==> src/rtl/flash_pe_pkg.sv <==
// Shared definitions for the flash program/erase sequencer: operation
// encoding, device command bytes and the state encodings of the
// sequencer and of its bus-cycle engine.
package flash_pe_pkg;

    typedef enum logic {
        OP_PROGRAM = 1'b0,
        OP_ERASE   = 1'b1
    } fpe_op_e;

    localparam logic [7:0] CMD_PROG_SETUP   = 8'h40;
    localparam logic [7:0] CMD_PROG_VERIFY  = 8'hC0;
    localparam logic [7:0] CMD_ERASE        = 8'h20;
    localparam logic [7:0] CMD_ERASE_VERIFY = 8'hA0;
    localparam logic [7:0] CMD_RESET        = 8'hFF;
    localparam logic [7:0] BLANK_BYTE       = 8'hFF;

    typedef enum logic [3:0] {
        S_IDLE,
        S_P_SETUP,
        S_P_DATA,
        S_P_WAIT,
        S_P_VCMD,
        S_E_SETUP,
        S_E_CONF,
        S_E_WAIT,
        S_E_VCMD,
        S_RECOV,
        S_READ,
        S_CHECK,
        S_RST1,
        S_RST2
    } fpe_state_e;

    typedef enum logic [2:0] {
        BUS_IDLE,
        BUS_SETUP,
        BUS_PULSE,
        BUS_HOLD,
        BUS_READ
    } fpe_bus_e;

endpackage

==> src/rtl/flash_pe_timer.sv <==
// One-shot delay counter. A load starts a countdown of `len` cycles and
// `fire` pulses for one cycle when it ends.
// Assumes len >= 1 and that no new load arrives while a count is running.
module flash_pe_timer #(
    parameter int W = 20
) (
    input  logic         clk,
    input  logic         rst_n,
    input  logic         load,
    input  logic [W-1:0] len,
    output logic         fire
);

    logic [W-1:0] cnt;
    logic         run;

    // Count down after a load and flag expiry.
    always_ff @(posedge clk) begin
        if (!rst_n) begin
            cnt  <= '0;
            run  <= 1'b0;
            fire <= 1'b0;
        end else begin
            fire <= 1'b0;
            if (load) begin
                cnt <= len;
                run <= 1'b1;
            end else if (run) begin
                if (cnt <= W'(1)) begin
                    run  <= 1'b0;
                    fire <= 1'b1;
                end else begin
                    cnt <= cnt - W'(1);
                end
            end
        end
    end

endmodule

==> src/rtl/flash_pe_bus.sv <==
// Bus-cycle engine. It runs one device write cycle (address and data setup,
// write-enable pulse, hold) or one read cycle (output-enable window with a
// sample at its end), then gives a one-cycle done strobe.
// Assumes start comes only while the engine is idle, and every timing
// parameter is >= 1. The address is held stable by the caller.
module flash_pe_bus
    import flash_pe_pkg::*;
#(
    parameter int T_AS  = 2,
    parameter int T_WP  = 4,
    parameter int T_WH  = 2,
    parameter int T_ACC = 4
) (
    input  logic       clk,
    input  logic       rst_n,
    input  logic       start,
    input  logic       rd,
    input  logic [7:0] wr_byte,
    input  logic [7:0] dq_in,
    output logic       done,
    output logic [7:0] rd_byte,
    output logic [7:0] wr_out,
    output logic       ce_n,
    output logic       oe_n,
    output logic       we_n,
    output logic       dq_oe
);

    localparam int M1   = (T_AS > T_WP) ? T_AS : T_WP;
    localparam int M2   = (T_WH > T_ACC) ? T_WH : T_ACC;
    localparam int CMAX = (M1 > M2) ? M1 : M2;
    localparam int CW   = $clog2(CMAX + 1);

    fpe_bus_e      st;
    logic [CW-1:0] cnt;

    // Step through the phases of one bus cycle.
    always_ff @(posedge clk) begin
        if (!rst_n) begin
            st      <= BUS_IDLE;
            cnt     <= '0;
            done    <= 1'b0;
            rd_byte <= '0;
            wr_out  <= '0;
        end else begin
            done <= 1'b0;
            case (st)
                BUS_IDLE: begin
                    if (start) begin
                        if (rd) begin
                            st  <= BUS_READ;
                            cnt <= CW'(T_ACC - 1);
                        end else begin
                            st     <= BUS_SETUP;
                            cnt    <= CW'(T_AS - 1);
                            wr_out <= wr_byte;
                        end
                    end
                end
                BUS_SETUP: begin
                    if (cnt == '0) begin
                        st  <= BUS_PULSE;
                        cnt <= CW'(T_WP - 1);
                    end else begin
                        cnt <= cnt - CW'(1);
                    end
                end
                BUS_PULSE: begin
                    if (cnt == '0) begin
                        st  <= BUS_HOLD;
                        cnt <= CW'(T_WH - 1);
                    end else begin
                        cnt <= cnt - CW'(1);
                    end
                end
                BUS_HOLD: begin
                    if (cnt == '0) begin
                        st   <= BUS_IDLE;
                        done <= 1'b1;
                    end else begin
                        cnt <= cnt - CW'(1);
                    end
                end
                BUS_READ: begin
                    if (cnt == '0) begin
                        st      <= BUS_IDLE;
                        done    <= 1'b1;
                        rd_byte <= dq_in;
                    end else begin
                        cnt <= cnt - CW'(1);
                    end
                end
                default: st <= BUS_IDLE;
            endcase
        end
    end

    // Decode the strobes from the phase.
    always_comb begin
        ce_n  = (st == BUS_IDLE);
        we_n  = (st != BUS_PULSE);
        oe_n  = (st != BUS_READ);
        dq_oe = (st == BUS_SETUP) || (st == BUS_PULSE) || (st == BUS_HOLD);
    end

endmodule

==> src/rtl/flash_pe_verify.sv <==
// Target register and comparator. It holds the address in use and the byte
// expected on read-back: the requested data for program, or the blank value
// for erase. For erase it steps the address upward one byte at a time.
// Assumes at most one of the load and advance controls is high per cycle.
module flash_pe_verify
    import flash_pe_pkg::*;
#(
    parameter int ADDR_W = 17
) (
    input  logic              clk,
    input  logic              rst_n,
    input  logic              load_prog,
    input  logic              load_erase,
    input  logic              advance,
    input  logic [ADDR_W-1:0] addr_in,
    input  logic [7:0]        data_in,
    input  logic [7:0]        rd_byte,
    output logic [ADDR_W-1:0] cur_addr,
    output logic [7:0]        want,
    output logic              at_last,
    output logic              match
);

    // Hold or step the working address and the expected byte.
    always_ff @(posedge clk) begin
        if (!rst_n) begin
            cur_addr <= '0;
            want     <= BLANK_BYTE;
        end else if (load_prog) begin
            cur_addr <= addr_in;
            want     <= data_in;
        end else if (load_erase) begin
            cur_addr <= '0;
            want     <= BLANK_BYTE;
        end else if (advance) begin
            cur_addr <= cur_addr + ADDR_W'(1);
        end
    end

    // Compare the read-back and spot the top of the array.
    always_comb begin
        match   = (rd_byte == want);
        at_last = &cur_addr;
    end

endmodule

==> src/rtl/flash_pe_seq.sv <==
// Flash program/erase sequencer top. It takes one request at a time and runs
// the device's pulse/verify/retry algorithm through the bus engine, then
// reports done, pass and the number of pulses used.
// Assumes the programming supply is already switched on and that the flash
// bus belongs to this block for the whole operation.
module flash_pe_seq
    import flash_pe_pkg::*;
#(
    parameter int ADDR_W  = 17,
    parameter int T_AS    = 2,
    parameter int T_WP    = 4,
    parameter int T_WH    = 2,
    parameter int T_ACC   = 4,
    parameter int T_PGM   = 1000,
    parameter int T_ERS   = 1000000,
    parameter int T_WRV   = 600,
    parameter int MAX_PGM = 25,
    parameter int MAX_ERS = 1000,
    parameter int PULSE_W = $clog2(((MAX_ERS > MAX_PGM) ? MAX_ERS : MAX_PGM) + 1)
) (
    input  logic               clk,
    input  logic               rst_n,
    input  logic               req_valid,
    input  logic               req_op,
    input  logic [ADDR_W-1:0]  req_addr,
    input  logic [7:0]         req_data,
    output logic               req_ready,
    output logic               done,
    output logic               pass,
    output logic [PULSE_W-1:0] pulse_count,
    output logic [ADDR_W-1:0]  flash_addr,
    output logic [7:0]         flash_dq_out,
    output logic               flash_dq_oe,
    input  logic [7:0]         flash_dq_in,
    output logic               flash_ce_n,
    output logic               flash_oe_n,
    output logic               flash_we_n
);

    localparam int TM1   = (T_PGM > T_ERS) ? T_PGM : T_ERS;
    localparam int TMAX  = (TM1 > T_WRV) ? TM1 : T_WRV;
    localparam int TMR_W = $clog2(TMAX + 1);

    fpe_state_e         st, nxt;
    logic               issued;
    logic               is_erase;
    logic [PULSE_W-1:0] pulses;
    logic               pass_q, done_q;

    logic               bus_start, bus_rd, bus_done;
    logic [7:0]         bus_byte, rd_byte;
    logic               tmr_load, tmr_fire;
    logic [TMR_W-1:0]   tmr_len;
    logic               is_wait, step_ok;
    logic               load_prog, load_erase, advance;
    logic [ADDR_W-1:0]  cur_addr;
    logic [7:0]         want;
    logic               at_last, match;
    logic [PULSE_W-1:0] limit;

    flash_pe_bus #(
        .T_AS (T_AS),
        .T_WP (T_WP),
        .T_WH (T_WH),
        .T_ACC(T_ACC)
    ) u_bus (
        .clk    (clk),
        .rst_n  (rst_n),
        .start  (bus_start),
        .rd     (bus_rd),
        .wr_byte(bus_byte),
        .dq_in  (flash_dq_in),
        .done   (bus_done),
        .rd_byte(rd_byte),
        .wr_out (flash_dq_out),
        .ce_n   (flash_ce_n),
        .oe_n   (flash_oe_n),
        .we_n   (flash_we_n),
        .dq_oe  (flash_dq_oe)
    );

    flash_pe_timer #(
        .W(TMR_W)
    ) u_tmr (
        .clk  (clk),
        .rst_n(rst_n),
        .load (tmr_load),
        .len  (tmr_len),
        .fire (tmr_fire)
    );

    flash_pe_verify #(
        .ADDR_W(ADDR_W)
    ) u_vfy (
        .clk       (clk),
        .rst_n     (rst_n),
        .load_prog (load_prog),
        .load_erase(load_erase),
        .advance   (advance),
        .addr_in   (req_addr),
        .data_in   (req_data),
        .rd_byte   (rd_byte),
        .cur_addr  (cur_addr),
        .want      (want),
        .at_last   (at_last),
        .match     (match)
    );

    // Choose the bus action, the timer length and the follow-on state.
    always_comb begin
        bus_start = 1'b0;
        bus_rd    = 1'b0;
        bus_byte  = CMD_RESET;
        tmr_load  = 1'b0;
        tmr_len   = '0;
        is_wait   = 1'b0;
        nxt       = st;
        case (st)
            S_P_SETUP: begin bus_start = !issued; bus_byte = CMD_PROG_SETUP;   nxt = S_P_DATA;  end
            S_P_DATA:  begin bus_start = !issued; bus_byte = want;             nxt = S_P_WAIT;  end
            S_P_WAIT:  begin is_wait = 1'b1; tmr_load = !issued; tmr_len = TMR_W'(T_PGM); nxt = S_P_VCMD; end
            S_P_VCMD:  begin bus_start = !issued; bus_byte = CMD_PROG_VERIFY;  nxt = S_RECOV;   end
            S_E_SETUP: begin bus_start = !issued; bus_byte = CMD_ERASE;        nxt = S_E_CONF;  end
            S_E_CONF:  begin bus_start = !issued; bus_byte = CMD_ERASE;        nxt = S_E_WAIT;  end
            S_E_WAIT:  begin is_wait = 1'b1; tmr_load = !issued; tmr_len = TMR_W'(T_ERS); nxt = S_E_VCMD; end
            S_E_VCMD:  begin bus_start = !issued; bus_byte = CMD_ERASE_VERIFY; nxt = S_RECOV;   end
            S_RECOV:   begin is_wait = 1'b1; tmr_load = !issued; tmr_len = TMR_W'(T_WRV); nxt = S_READ; end
            S_READ:    begin bus_start = !issued; bus_rd = 1'b1;               nxt = S_CHECK;   end
            S_RST1:    begin bus_start = !issued; bus_byte = CMD_RESET;        nxt = S_RST2;    end
            S_RST2:    begin bus_start = !issued; bus_byte = CMD_RESET;        nxt = S_IDLE;    end
            default:   ;
        endcase
        step_ok = is_wait ? tmr_fire : bus_done;
    end

    // Controls for the target register and the active retry limit.
    always_comb begin
        load_prog  = (st == S_IDLE) && req_valid && (req_op == OP_PROGRAM);
        load_erase = (st == S_IDLE) && req_valid && (req_op == OP_ERASE);
        advance    = (st == S_CHECK) && match && is_erase && !at_last;
        limit      = is_erase ? PULSE_W'(MAX_ERS) : PULSE_W'(MAX_PGM);
    end

    // Main sequencing: accept, step, count pulses and decide after each verify.
    always_ff @(posedge clk) begin
        if (!rst_n) begin
            st       <= S_IDLE;
            issued   <= 1'b0;
            is_erase <= 1'b0;
            pulses   <= '0;
            pass_q   <= 1'b0;
            done_q   <= 1'b0;
        end else begin
            done_q <= 1'b0;
            case (st)
                S_IDLE: begin
                    if (req_valid) begin
                        is_erase <= req_op;
                        pulses   <= '0;
                        pass_q   <= 1'b0;
                        issued   <= 1'b0;
                        st       <= (req_op == OP_ERASE) ? S_E_SETUP : S_P_SETUP;
                    end
                end
                S_CHECK: begin
                    if (match) begin
                        if (!is_erase || at_last) begin
                            st     <= S_IDLE;
                            done_q <= 1'b1;
                            pass_q <= 1'b1;
                        end else begin
                            st <= S_E_VCMD;
                        end
                    end else if (pulses == limit) begin
                        st <= S_RST1;
                    end else begin
                        st <= is_erase ? S_E_SETUP : S_P_SETUP;
                    end
                end
                default: begin
                    if (step_ok) begin
                        issued <= 1'b0;
                        st     <= nxt;
                        if ((st == S_P_DATA) || (st == S_E_CONF)) begin
                            pulses <= pulses + PULSE_W'(1);
                        end
                        if (st == S_RST2) begin
                            done_q <= 1'b1;
                        end
                    end else begin
                        issued <= 1'b1;
                    end
                end
            endcase
        end
    end

    // Drive the request-side outputs and the address bus.
    always_comb begin
        req_ready   = (st == S_IDLE);
        done        = done_q;
        pass        = pass_q;
        pulse_count = pulses;
        flash_addr  = cur_addr;
    end

endmodule

==> config.mk <==
export PLATFORM = sky130hd
export DESIGN_NAME = flash_pe_seq
export DESIGN_NICKNAME = d
export VERILOG_FILES = /design/src/rtl/flash_pe_pkg.sv /design/src/rtl/flash_pe_timer.sv /design/src/rtl/flash_pe_bus.sv /design/src/rtl/flash_pe_verify.sv /design/src/rtl/flash_pe_seq.sv
export SDC_FILE = /design/constraint.sdc
export NUM_CORES = 1
export LEC_CHECK = 0
export BUFFER_PORTS_ARGS = -buffer_cell sky130_fd_sc_hd__buf_2
export CAP_MARGIN = 0
export CORE_ASPECT_RATIO = 1.2
export CORE_MARGIN = 3
export CORE_UTILIZATION = 45
export DETAILED_ROUTE_END_ITERATION = 10
export GPL_TIMING_DRIVEN = 0
export PLACE_DENSITY = 0.67
export SYNTH_ARGS = -nofsm -noshare
export SYNTH_HDL_FRONTEND = slang
export SYNTH_SLANG_ARGS = --single-unit
==> constraint.sdc <==
create_clock -name clk -period 2.6 [get_ports clk]
set_input_delay 0.26 -clock clk [delete_from_list [all_inputs] [get_ports clk]]
set_output_delay 0.26 -clock clk [all_outputs]
set_load 0.05 [all_outputs]
======== Word-level counts from Yosys, hierarchy flattened ========
Index checks and enable logic that the tools add are counted.
storage, ports and cells
  register bits ........................... 88
  output and inout port bits .............. 42
  logic and storage cells ................. 156
cells by class
  $add $sub $neg .......................... 4
  $lt $le $gt $ge ......................... 1
  eq/ne operators ......................... 30
  muxes and demuxes ....................... 57
  bitwise gates (word level) .............. 5
  reduce and logical (&&, ||, !) cells .... 43
operators with widths
  operator               number
  $mux 20                3
  $pmux 20 s3            1
  $mux 17                3
  $pmux 4 s11            1
  $mux 10                4
  $pmux 8 s5             1
  $mux 3                 11
  $eq 4x4->1 const B     6
  $pmux 3 s4             2
  $le 20x1->1 const B    1
  $mux 4                 5
  $pmux 10 s2            1
  $sub 20x1->20 const B  1
  $mux 1                 18
  $add 17x1->17 const B  1
  $reduce_and 17->1      1
  $eq 4x3->1 const B     4
  $mux 8                 2
  $reduce_bool 13->1     1
  $reduce_and 4->1       3
  $add 10x1->10 const B  1
  $eq 10x10->1           1
  $ne 2x1->1 const B     5
  $reduce_and 2->1       5
  26 further kinds       58

======== Longest topological paths before layout ========
Gate-level depths: netlist of run 1.
  word-level depth ........................ 7
  depth in mapped cells ................... 12
  mapped depth without buffers ............ 11

======== By module ========
A second synthesis of run 1 with hierarchy kept.
unflattened totals
  cells, all modules ...................... 624
  area, all modules ....................... 5003.5 µm²
modules (own cells, without submodules)
  module           times used  cells each  area each (µm²)  seq. area each (µm²)
  flash_pe_verify  1           173         1348.8           500.5
  flash_pe_seq     1           185         1306.3           360.3
  flash_pe_timer   1           154         1257.5           440.4
  flash_pe_bus     1           112         1091.0           460.4

======== Least setup slack after synthesis of run 1 ========
No wires, ideal clock.
  path kind ............................... register to register
  start point ............................. register st[2]
  end point ............................... register u_vfy.cur_addr[2]
  arrival ................................. 3163 ps
  required time ........................... 2481 ps
  setup slack ............................. -682 ps
  cell stages (with the launch flop) ...... 8
  cell sequence ........................... dfxtp_1 clkbuf_1 nor4_1 and2_1 buf_2 buf_4 a31oi_1 o221a_2
on the way
  cells in the longest elaborated chain, start to end .. 5
RTL lines
  item                    RTL line                                  source
  from (decl)             flash_pe_seq.sv:44                        fpe_state_e st, nxt;
  from (signal assigned)  flash_pe_seq.sv:162                       st <= (req_op == OP_ERASE) ? S_E_SETUP : S_P_SETUP;
  from (signal assigned)  flash_pe_seq.sv:177                       st <= is_erase ? S_E_SETUP : S_P_SETUP;
  from (signal assigned)  flash_pe_seq.sv:183                       st <= nxt;
  $logic_not 4->1 *       n/a
  net req_ready           flash_pe_seq.sv:27                        output logic req_ready,
  $logic_and 1x1->1 *     flash_pe_seq.sv:138, flash_pe_seq.sv:139
  $logic_and 1x1->1       flash_pe_seq.sv:139                       load_erase = (st == S_IDLE) && req_valid && (req_op == OP_ERASE);
  $mux 17                 flash_pe_verify.sv:32                     end else if (load_erase) begin
  $mux 17                 flash_pe_verify.sv:29                     end else if (load_prog) begin
  to (signal assigned)    flash_pe_verify.sv:30                     cur_addr <= addr_in;
  to (signal assigned)    flash_pe_verify.sv:36                     cur_addr <= cur_addr + ADDR_W'(1);
  to (decl)               flash_pe_verify.sv:18                     output logic [ADDR_W-1:0] cur_addr,
Mark *: on every way through the listed nets, which the timed path passes. The rest lies on a longest branch.
A chain may end at the register's enable or synchronous reset.

======== Worst setup path in the final report of run 1 ========
  start point ............................. register u_vfy.cur_addr[0]
  end point ............................... register u_vfy.cur_addr[7]
on the way
  cells in the longest elaborated chain, start to end .. 4
RTL lines
  item                                                RTL line
  $add 17x1->17 or $reduce_and 17->1 (tied branches)  flash_pe_verify.sv:36, flash_pe_verify.sv:43
  $mux 17 or $logic_not 1->1 (tied branches)          flash_pe_verify.sv:35, flash_pe_seq.sv:140
  $mux 17 or $logic_and 1x1->1 (tied branches)        flash_pe_verify.sv:32, flash_pe_seq.sv:140
  $mux 17 or $reduce_bool 3->1 (tied branches)        n/a
Parallel ways exist; a longest one is shown, timed or not. The select of a mux whose other input is x is not followed.

==> impl_metrics.json, run 1 <==
{
  "stdcell_count": 833,
  "critical_path_cell_count": 10,
  "drt_first_pass_iters": 5,
  "grt_overflow_total": 0,
  "r2r-end": "u_vfy.cur_addr[7]",
  "asyncSetResetFlopFracSynth_pct": 0,
  "netlist.top_cell.by_area": "sky130_fd_sc_hd__dfxtp_1",
  "tritoncts_clock_tree": "done",
  "worstMarginPinSlew_ps": 879,
  "synth_ff_type": "sky130_fd_sc_hd__dfxtp_1",
  "placeableCoreArea_um2": 10700,
  "final_util_pct": 55.3,
  "final.setup.worst_slack_ps": 42.9,
  "numCtsBuffers": 9,
  "worst_ep_required_time_ps": 2820,
  "crit_family": "simple AND/OR/NAND/NOR gates",
  "power_switching_uw": 2740,
  "critical_path_peak_fanout": 6,
  "fp.dieArea_um2": 12400,
  "detail_route.vias_per_cell": 6.05,
  "critical_path.startpoint_type": "flip-flop",
  "reg_power_share_pct": 30.0,
  "htreeDepth": 3,
  "r2r-start": "u_vfy.cur_addr[0]",
  "timing.fmax_mhz": 391,
  "clock_sinks": 88,
  "synthesis.area_um2": 4970,
  "syn2layout_area_growth_pct": 18.7,
  "global_route_wire_length_before_repair_um": 23300,
  "worstSetupEndpointType": "flip-flop",
  "antenna_cells_inserted": 0,
  "worst_setup_path_startpoint": "u_vfy.cur_addr[0]",
  "critical_path.n_buffers_inverters": 1,
  "pre_cts_slack_ps": -413,
  "placement.cell_area_um2": 5540,
  "worstSetupEndpoint": "u_vfy.cur_addr[7]",
  "grt_antenna_before_repair": 0,
  "vias_in_the_first_global_route": 4896,
  "num_vias": 5040,
  "layout_worst_path_cycle_share_pct": 98.3,
  "effective_utilization_at_floorplan_pct": 46.6,
  "drt_iter0_drc": 355,
  "slew-limit-headroom_pct": 40.8,
  "final_net_count": 743,
  "synthesized_net_count": 654,
  "clock_tree.root_cell": "sky130_fd_sc_hd__clkbuf_16",
  "detail_route.wirelength_um": 14400,
  "place_hpwl_um": 10500,
  "synthDistinctLibCells": 72,
  "final_layout_size_suffix_gt1_share_pct": 21.4,
  "combPwrFrac_pct": 49.0,
  "routed_wire_length_per_instance_um": 17.2,
  "ant_nets": 0,
  "syn-instance-count": 610,
  "worst_path_largest_cell_delay_ps": 590,
  "p_int_uw": 3260,
  "hold_viol": 0,
  "synth.area.top_cells": "sky130_fd_sc_hd__dfxtp_1, sky130_fd_sc_hd__nor2_1, sky130_fd_sc_hd__a21oi_1",
  "die_width_um": 102,
  "drcViolationCount": 0,
  "hold_path_class": "in -> reg",
  "run_status": "complete, no violations",
  "cp_slowest_cell": "sky130_fd_sc_hd__nor4_1",
  "synth.top_cell.area_share_pct": 35.4,
  "grt_max_degree": 17,
  "clockBufferDepth": 2,
  "fin_crit_ps": 2560,
  "p_per_area_nw_per_um2": 1020,
  "power_frac_clock_pct": 21.0,
  "place.port_buffers": 78,
  "worst_skew_pair.late_latency_ps": 340,
  "clk_pin_slew_ps": 70,
  "synth.yosys.warnings": 0,
  "finalSetupViolations": 0,
  "totalNegativeSetupSlack_ps": 0,
  "top_level_i_o_count": 79,
  "die_y_um": 121,
  "avgSynthCellArea_um2": 8.15,
  "slew_viol_final": 0,
  "ir_worst_vdd_uv": 759,
  "cp_data_arrival_time_ps": 2780,
  "floorplan.rows": 41,
  "postCtsHoldBufs": 0,
  "sw_ratio_pct": 45.7,
  "dpl.cell_count": 817,
  "ys_seq_area_share_pct": 35.4,
  "maxCapViolations": 0,
  "type_of_the_setup_path_with_the_least_slack": "reg -> reg",
  "globalRouteTotalUtil_pct": 23.5,
  "synth_seq_cells": 88,
  "setup.reg_to_reg.worst_slack_ps": 40,
  "synth-edff-count": 0,
  "layout.cell_area.non_filler_um2": 5900,
  "cellLeakagePower_uw": 0.00238,
  "routabilityCongestion": 0.909,
  "critical_path_cell_sequence": "ha_4 -> inv_1 -> nor2_4 -> nand3_2 -> nor3_2 -> ha_1 -> nand2b_1 -> nor4_1 -> a41oi_1 -> o311a_1",
  "final.setup_skew_ps": 4.89,
  "worst-r2r-cell-count": 10
}
-- synthesized netlist by cell type, types with 3 or more instances --
cell type                   number
sky130_fd_sc_hd__or2_2           5
sky130_fd_sc_hd__a211oi_1        6
sky130_fd_sc_hd__a311oi_1        6
sky130_fd_sc_hd__o221a_2         5
sky130_fd_sc_hd__inv_1          14
sky130_fd_sc_hd__nor2_1         59
sky130_fd_sc_hd__nor2b_1         6
sky130_fd_sc_hd__a21oi_1        43
sky130_fd_sc_hd__a21o_1          3
sky130_fd_sc_hd__and3_1         14
sky130_fd_sc_hd__and2_1          7
sky130_fd_sc_hd__a31oi_1        14
sky130_fd_sc_hd__buf_2          10
sky130_fd_sc_hd__or4_1           7
sky130_fd_sc_hd__nand4_1        13
sky130_fd_sc_hd__dfxtp_1        88
sky130_fd_sc_hd__nor4b_1         3
sky130_fd_sc_hd__or3_1           9
sky130_fd_sc_hd__o211ai_1        4
sky130_fd_sc_hd__o211ai_2        4
sky130_fd_sc_hd__a2bb2oi_1       3
sky130_fd_sc_hd__xor2_1         16
sky130_fd_sc_hd__nand2b_1       14
sky130_fd_sc_hd__mux2i_1        12
sky130_fd_sc_hd__a221oi_1        4
sky130_fd_sc_hd__a22oi_1         5
sky130_fd_sc_hd__o21ai_0        38
sky130_fd_sc_hd__nor3_1         21
sky130_fd_sc_hd__ha_1            7
sky130_fd_sc_hd__nand3_1        11
sky130_fd_sc_hd__nor4_1          8
sky130_fd_sc_hd__o31ai_1         8
sky130_fd_sc_hd__xnor2_1        16
sky130_fd_sc_hd__clkbuf_1       22
sky130_fd_sc_hd__nand2_1        47
sky130_fd_sc_hd__o21a_1          4
sky130_fd_sc_hd__nand4b_1        3
-- power groups by stage --
stage	clock, uW	sequential, uW	combinational, uW
2_1_floorplan	0	2040	1970
3_3_place_gp	0	1800	2840
3_5_place_dp	0	1810	2890
4_1_cts	1280	1790	2910
5_1_grt	1340	1830	3190
6_report	1260	1800	2940
-- worst min path at each step --
stage | start | to | slack (ps) | cells past startpoint
2_1_floorplan | req_addr[4] | u_vfy.cur_addr[4] | 390 | 2
3_3_place_gp | u_bus.cnt[1] | u_bus.cnt[1] | 450 | 2
3_5_place_dp | pass | pass | 470 | 2
4_1_cts | flash_dq_in[2] | u_bus.rd_byte[2] | 150 | 3
5_1_grt | req_addr[4] | u_vfy.cur_addr[4] | 160 | 3
6_report | req_addr[4] | u_vfy.cur_addr[4] | 150 | 3
-- worst reg2reg max path, stage by stage, from the launching register on --
cell	delay, ps
sky130_fd_sc_hd__dfxtp_4	370
sky130_fd_sc_hd__ha_4	180
sky130_fd_sc_hd__inv_1	100
sky130_fd_sc_hd__nor2_4	60
sky130_fd_sc_hd__nand3_2	120
sky130_fd_sc_hd__nor3_2	70
sky130_fd_sc_hd__ha_1	170
sky130_fd_sc_hd__nand2b_1	170
sky130_fd_sc_hd__nor4_1	590
sky130_fd_sc_hd__a41oi_1	250
sky130_fd_sc_hd__o311a_1	350
-- flip-flops by register name, indices dropped and copies added (netlist names), 3 cells and up --
| name | flops |
|---|---|
| u_vfy.cur_addr | 17 |
| pulse_count | 10 |
| u_bus.wr_out | 8 |
| u_bus.rd_byte | 8 |
| u_bus.st | 3 |
| st | 4 |
| u_vfy.want | 8 |
| u_tmr.cnt | 20 |
| u_bus.cnt | 3 |
-- what timing repair did --
| item | 4_1_cts | 5_1_grt |
|---|---|---|
| hold endpoints to repair | 0 | 0 |
| buffers inserted | 1 | 0 |
| pin swaps | 1 | 0 |
| resized for setup | 7 | 9 |
| endpoints found under the setup margin | 16 | 15 |
-- cells in the final DEF, fill, tap and decap left out, types with 6 or more instances in the layout --
master,n
sky130_fd_sc_hd__dfxtp_1,81
sky130_fd_sc_hd__nand3_1,10
sky130_fd_sc_hd__and2_1,7
sky130_fd_sc_hd__nor2_1,58
sky130_fd_sc_hd__clkbuf_16,9
sky130_fd_sc_hd__nand2b_1,14
sky130_fd_sc_hd__a211oi_1,6
sky130_fd_sc_hd__nor3_1,20
sky130_fd_sc_hd__ha_1,6
sky130_fd_sc_hd__nor2b_1,6
sky130_fd_sc_hd__a311oi_1,6
sky130_fd_sc_hd__clkbuf_1,21
sky130_fd_sc_hd__xnor2_1,16
sky130_fd_sc_hd__nand2_1,46
sky130_fd_sc_hd__mux2i_1,12
sky130_fd_sc_hd__o31ai_1,8
sky130_fd_sc_hd__or4_1,7
sky130_fd_sc_hd__xor2_1,16
sky130_fd_sc_hd__buf_2,87
sky130_fd_sc_hd__a21oi_1,43
sky130_fd_sc_hd__a31oi_1,14
sky130_fd_sc_hd__and3_1,14
sky130_fd_sc_hd__nor4_1,7
sky130_fd_sc_hd__o21ai_0,38
sky130_fd_sc_hd__inv_1,14
sky130_fd_sc_hd__or3_1,8
sky130_fd_sc_hd__nand4_1,13
-- layer usage --
layer / wire length [um] / GRT usage [%] / share of wire, % / up-vias
met1: 5980 / 28.9 / 42 / 2386
met4: 272 / 9.35 / 1.9 / 0
met3: 793 / 4.37 / 5.5 / 28
li1: - / - / - / 2434
met2: 7310 / 40.0 / 51 / 192
met5: 0 / 0 / 0 / -
-- cell families (layout without fill, tap and decap cells) --
family	Yosys count	after routing	share of synthesized area, %
AO/OA/AOI/OAI	177	177	24.5
flip-flops	88	88	35.4
multiplexers	12	12	2.42
AND/OR/NAND/NOR	241	241	25.6
adder cells (fa/ha/maj)	7	7	1.76
XOR/XNOR	32	32	5.64
buffers and inverters	53	147	4.63
-- area by class of cell --
cell class | instances | area (um2)
fillers | 1032 | 4770
multi-input cells | 469 | 3050
flip-flops and latches | 88 | 1780
repair buffers | 79 | 398
clock buffers | 10 | 239
plain buffers | 36 | 169
well taps | 129 | 161
inverters | 16 | 60.1
clock inverters | 6 | 48.8
-- metrics by stage --
stage               power (uW)  hold WS, ps
floorplan                 4010          386
global placement          4640          450
detailed placement        4700          474
CTS                       5980          152
global route              6360          155
finish                    6000          155
Note: power is estimated with default switching activity, not from simulation.
==> inputs of run 2 (changes only) <==
--- a/config.mk
+++ b/config.mk
@@ -7,8 +7,8 @@
 export LEC_CHECK = 0
 export BUFFER_PORTS_ARGS = -buffer_cell sky130_fd_sc_hd__buf_2
 export CAP_MARGIN = 0
-export CORE_ASPECT_RATIO = 1.2
-export CORE_MARGIN = 3
+export CORE_ASPECT_RATIO = 1.75
+export CORE_MARGIN = 10
 export CORE_UTILIZATION = 45
 export DETAILED_ROUTE_END_ITERATION = 10
 export GPL_TIMING_DRIVEN = 0
==> impl_metrics.json, run 2 (synthesis gave the netlist of run 1 again) <==
{
  "run_status": "complete, no violations",
  "numCtsBuffers": 9,
  "ant_nets": 0,
  "largest-register": "u_tmr.cnt",
  "fin_crit_ps": 2470,
  "layout_commonest_cell": "sky130_fd_sc_hd__buf_2",
  "antenna_cells_inserted": 0,
  "slew_viol_final": 0,
  "critical_path.n_buffers_inverters": 2,
  "critical_path_peak_fanout": 7,
  "type_of_the_setup_path_with_the_least_slack": "reg -> reg",
  "num_vias": 5090,
  "clock_sinks": 88,
  "totalNegativeSetupSlack_ps": 0,
  "final.setup.worst_slack_ps": 134,
  "vias_in_the_first_global_route": 5122,
  "worst_skew_pair.late_latency_ps": 340,
  "largest_register_ffs": 20,
  "setup.reg_to_reg.worst_slack_ps": 130,
  "die_y_um": 159,
  "unrepaired_setup_endpoints_after_global_routing": "false",
  "final_cell_mix": "sky130_fd_sc_hd__buf_2, sky130_fd_sc_hd__dfxtp_1, sky130_fd_sc_hd__nor2_1, sky130_fd_sc_hd__nand2_1, sky130_fd_sc_hd__a21oi_1",
  "final_layout_size_suffix_gt1_share_pct": 21.6,
  "filler_cell_count": 1030,
  "htreeDepth": 3,
  "detail_route.wirelength_um": 15500,
  "place_hpwl_um": 11900,
  "pre_cts_slack_ps": -596,
  "layout.cell_area.non_filler_um2": 5940,
  "clk_pin_slew_ps": 70,
  "cellLeakagePower_uw": 0.00242,
  "maxCapViolations": 0,
  "critical_path_cell_sequence": "ha_2 -> inv_1 -> nor2_2 -> nand3_2 -> nor3_2 -> ha_1 -> nand2b_1 -> or2_4 -> nor3_4 -> buf_4 -> a221oi_1 -> o221a_2",
  "worst_path_largest_cell_delay_ps": 390,
  "drcViolationCount": 0,
  "stdcell_count": 835,
  "crit_family": "simple AND/OR/NAND/NOR gates",
  "die_width_um": 99.5,
  "worstMarginPinSlew_ps": 951,
  "clockBufferDepth": 2,
  "postCtsHoldBufs": 0,
  "tritoncts_clock_tree": "done",
  "detail_route.vias_per_cell": 6.10,
  "clock_tree.root_cell": "sky130_fd_sc_hd__clkbuf_16",
  "top_level_i_o_count": 79,
  "critical_path.startpoint_type": "flip-flop",
  "global_route_wire_length_before_repair_um": 25000,
  "dpl.cell_count": 818,
  "worst_ep_required_time_ps": 2890,
  "layout_worst_path_cycle_share_pct": 94.8,
  "fp.dieArea_um2": 15800,
  "drt_iter0_drc": 412,
  "final.setup_skew_ps": 9.06,
  "hold_viol": 0,
  "drt_first_pass_iters": 5,
  "slew-limit-headroom_pct": 36.4,
  "syn2layout_area_growth_pct": 19.6,
  "globalRouteTotalUtil_pct": 18.8,
  "place.port_buffers": 78,
  "hold_path_class": "in -> reg",
  "routed_wire_length_per_instance_um": 18.6,
  "placeableCoreArea_um2": 10800,
  "cp_data_arrival_time_ps": 2760,
  "final_net_count": 744,
  "cp_slowest_cell": "sky130_fd_sc_hd__dfxtp_4",
  "grt_antenna_before_repair": 0,
  "ir_worst_vdd_uv": 708,
  "routabilityCongestion": 0.981,
  "p_per_area_nw_per_um2": 1040,
  "worstSetupEndpointType": "flip-flop",
  "timing.fmax_mhz": 406,
  "floorplan.rows": 50,
  "effective_utilization_at_floorplan_pct": 46.2,
  "placement.cell_area_um2": 5550,
  "finalSetupViolations": 0,
  "grt_overflow_total": 0,
  "grt_max_degree": 17
}
## run 2: worst register-to-register path, stage by stage (launching register included)
cell                       delay (ps)
sky130_fd_sc_hd__dfxtp_4          390
sky130_fd_sc_hd__ha_2             260
sky130_fd_sc_hd__inv_1             70
sky130_fd_sc_hd__nor2_2           200
sky130_fd_sc_hd__nand3_2          110
sky130_fd_sc_hd__nor3_2           190
sky130_fd_sc_hd__ha_1             150
sky130_fd_sc_hd__nand2b_1         140
sky130_fd_sc_hd__or2_4            150
sky130_fd_sc_hd__nor3_4            40
sky130_fd_sc_hd__buf_4            180
sky130_fd_sc_hd__a221oi_1         290
sky130_fd_sc_hd__o221a_2          230
## run 2: layout make-up
| cell class | instances | area (um2) | share of cell area, % |
|---|---|---|---|
| well taps | 130 | 163 | 2.74 |
| clock buffers | 10 | 250 | 4.21 |
| inverters | 16 | 60.1 | 1.01 |
| clock inverters | 6 | 75.1 | 1.26 |
| plain buffers | 36 | 169 | 2.84 |
| repair buffers | 80 | 405 | 6.82 |
| flip-flops and latches | 88 | 1780 | 29.9 |
| multi-input cells | 469 | 3050 | 51.3 |
## run 2: what timing repair did
item | in CTS | in global routing
pin swaps | 1 | 3
setup buffers | 1 | 1
gates resized for setup | 10 | 4
endpoints found under the setup margin | 17 | 6
## run 2: per-layer routing
| layer | GRT usage (%) | share of wire [%] | up-vias |
|---|---|---|---|
| li1 | - | - | 2439 |
| met4 | 9.55 | 3.6 | 0 |
| met5 | 0 | 0 | - |
| met3 | 3.43 | 4.7 | 44 |
| met2 | 35.5 | 55 | 190 |
| met1 | 18.6 | 37 | 2417 |
## run 2: worst paths after layout
kind / cells after the start / endpoint / startpoint
setup / recovery: 12 / u_vfy.cur_addr[9] / u_vfy.cur_addr[0]
setup reg to reg: 12 / u_vfy.cur_addr[9] / u_vfy.cur_addr[0]
hold / removal: 3 / u_bus.rd_byte[2] / flash_dq_in[2]
hold reg to reg: 2 / u_bus.cnt[1] / u_bus.cnt[1]
## run 2: power breakdown
| group | switching (uW) | internal [uW] | leakage (uW) |
|---|---|---|---|
| sequential | 224 | 1570 | 0.000719 |
| clock | 575 | 815 | 0.000156 |
| combinational | 1970 | 992 | 0.00155 |
| total | 2770 | 3380 | 0.00242 |
## run 2: per-stage QoR
step           power (uW)  hold slack [ps]  util (%)
6_report             6150              152      55.2
5_1_grt              6500              169      55.2
4_1_cts              6130              151      55.0
3_5_place_dp         4720              458      51.6
3_3_place_gp         4690              450      51.5
2_1_floorplan        4010              386         -
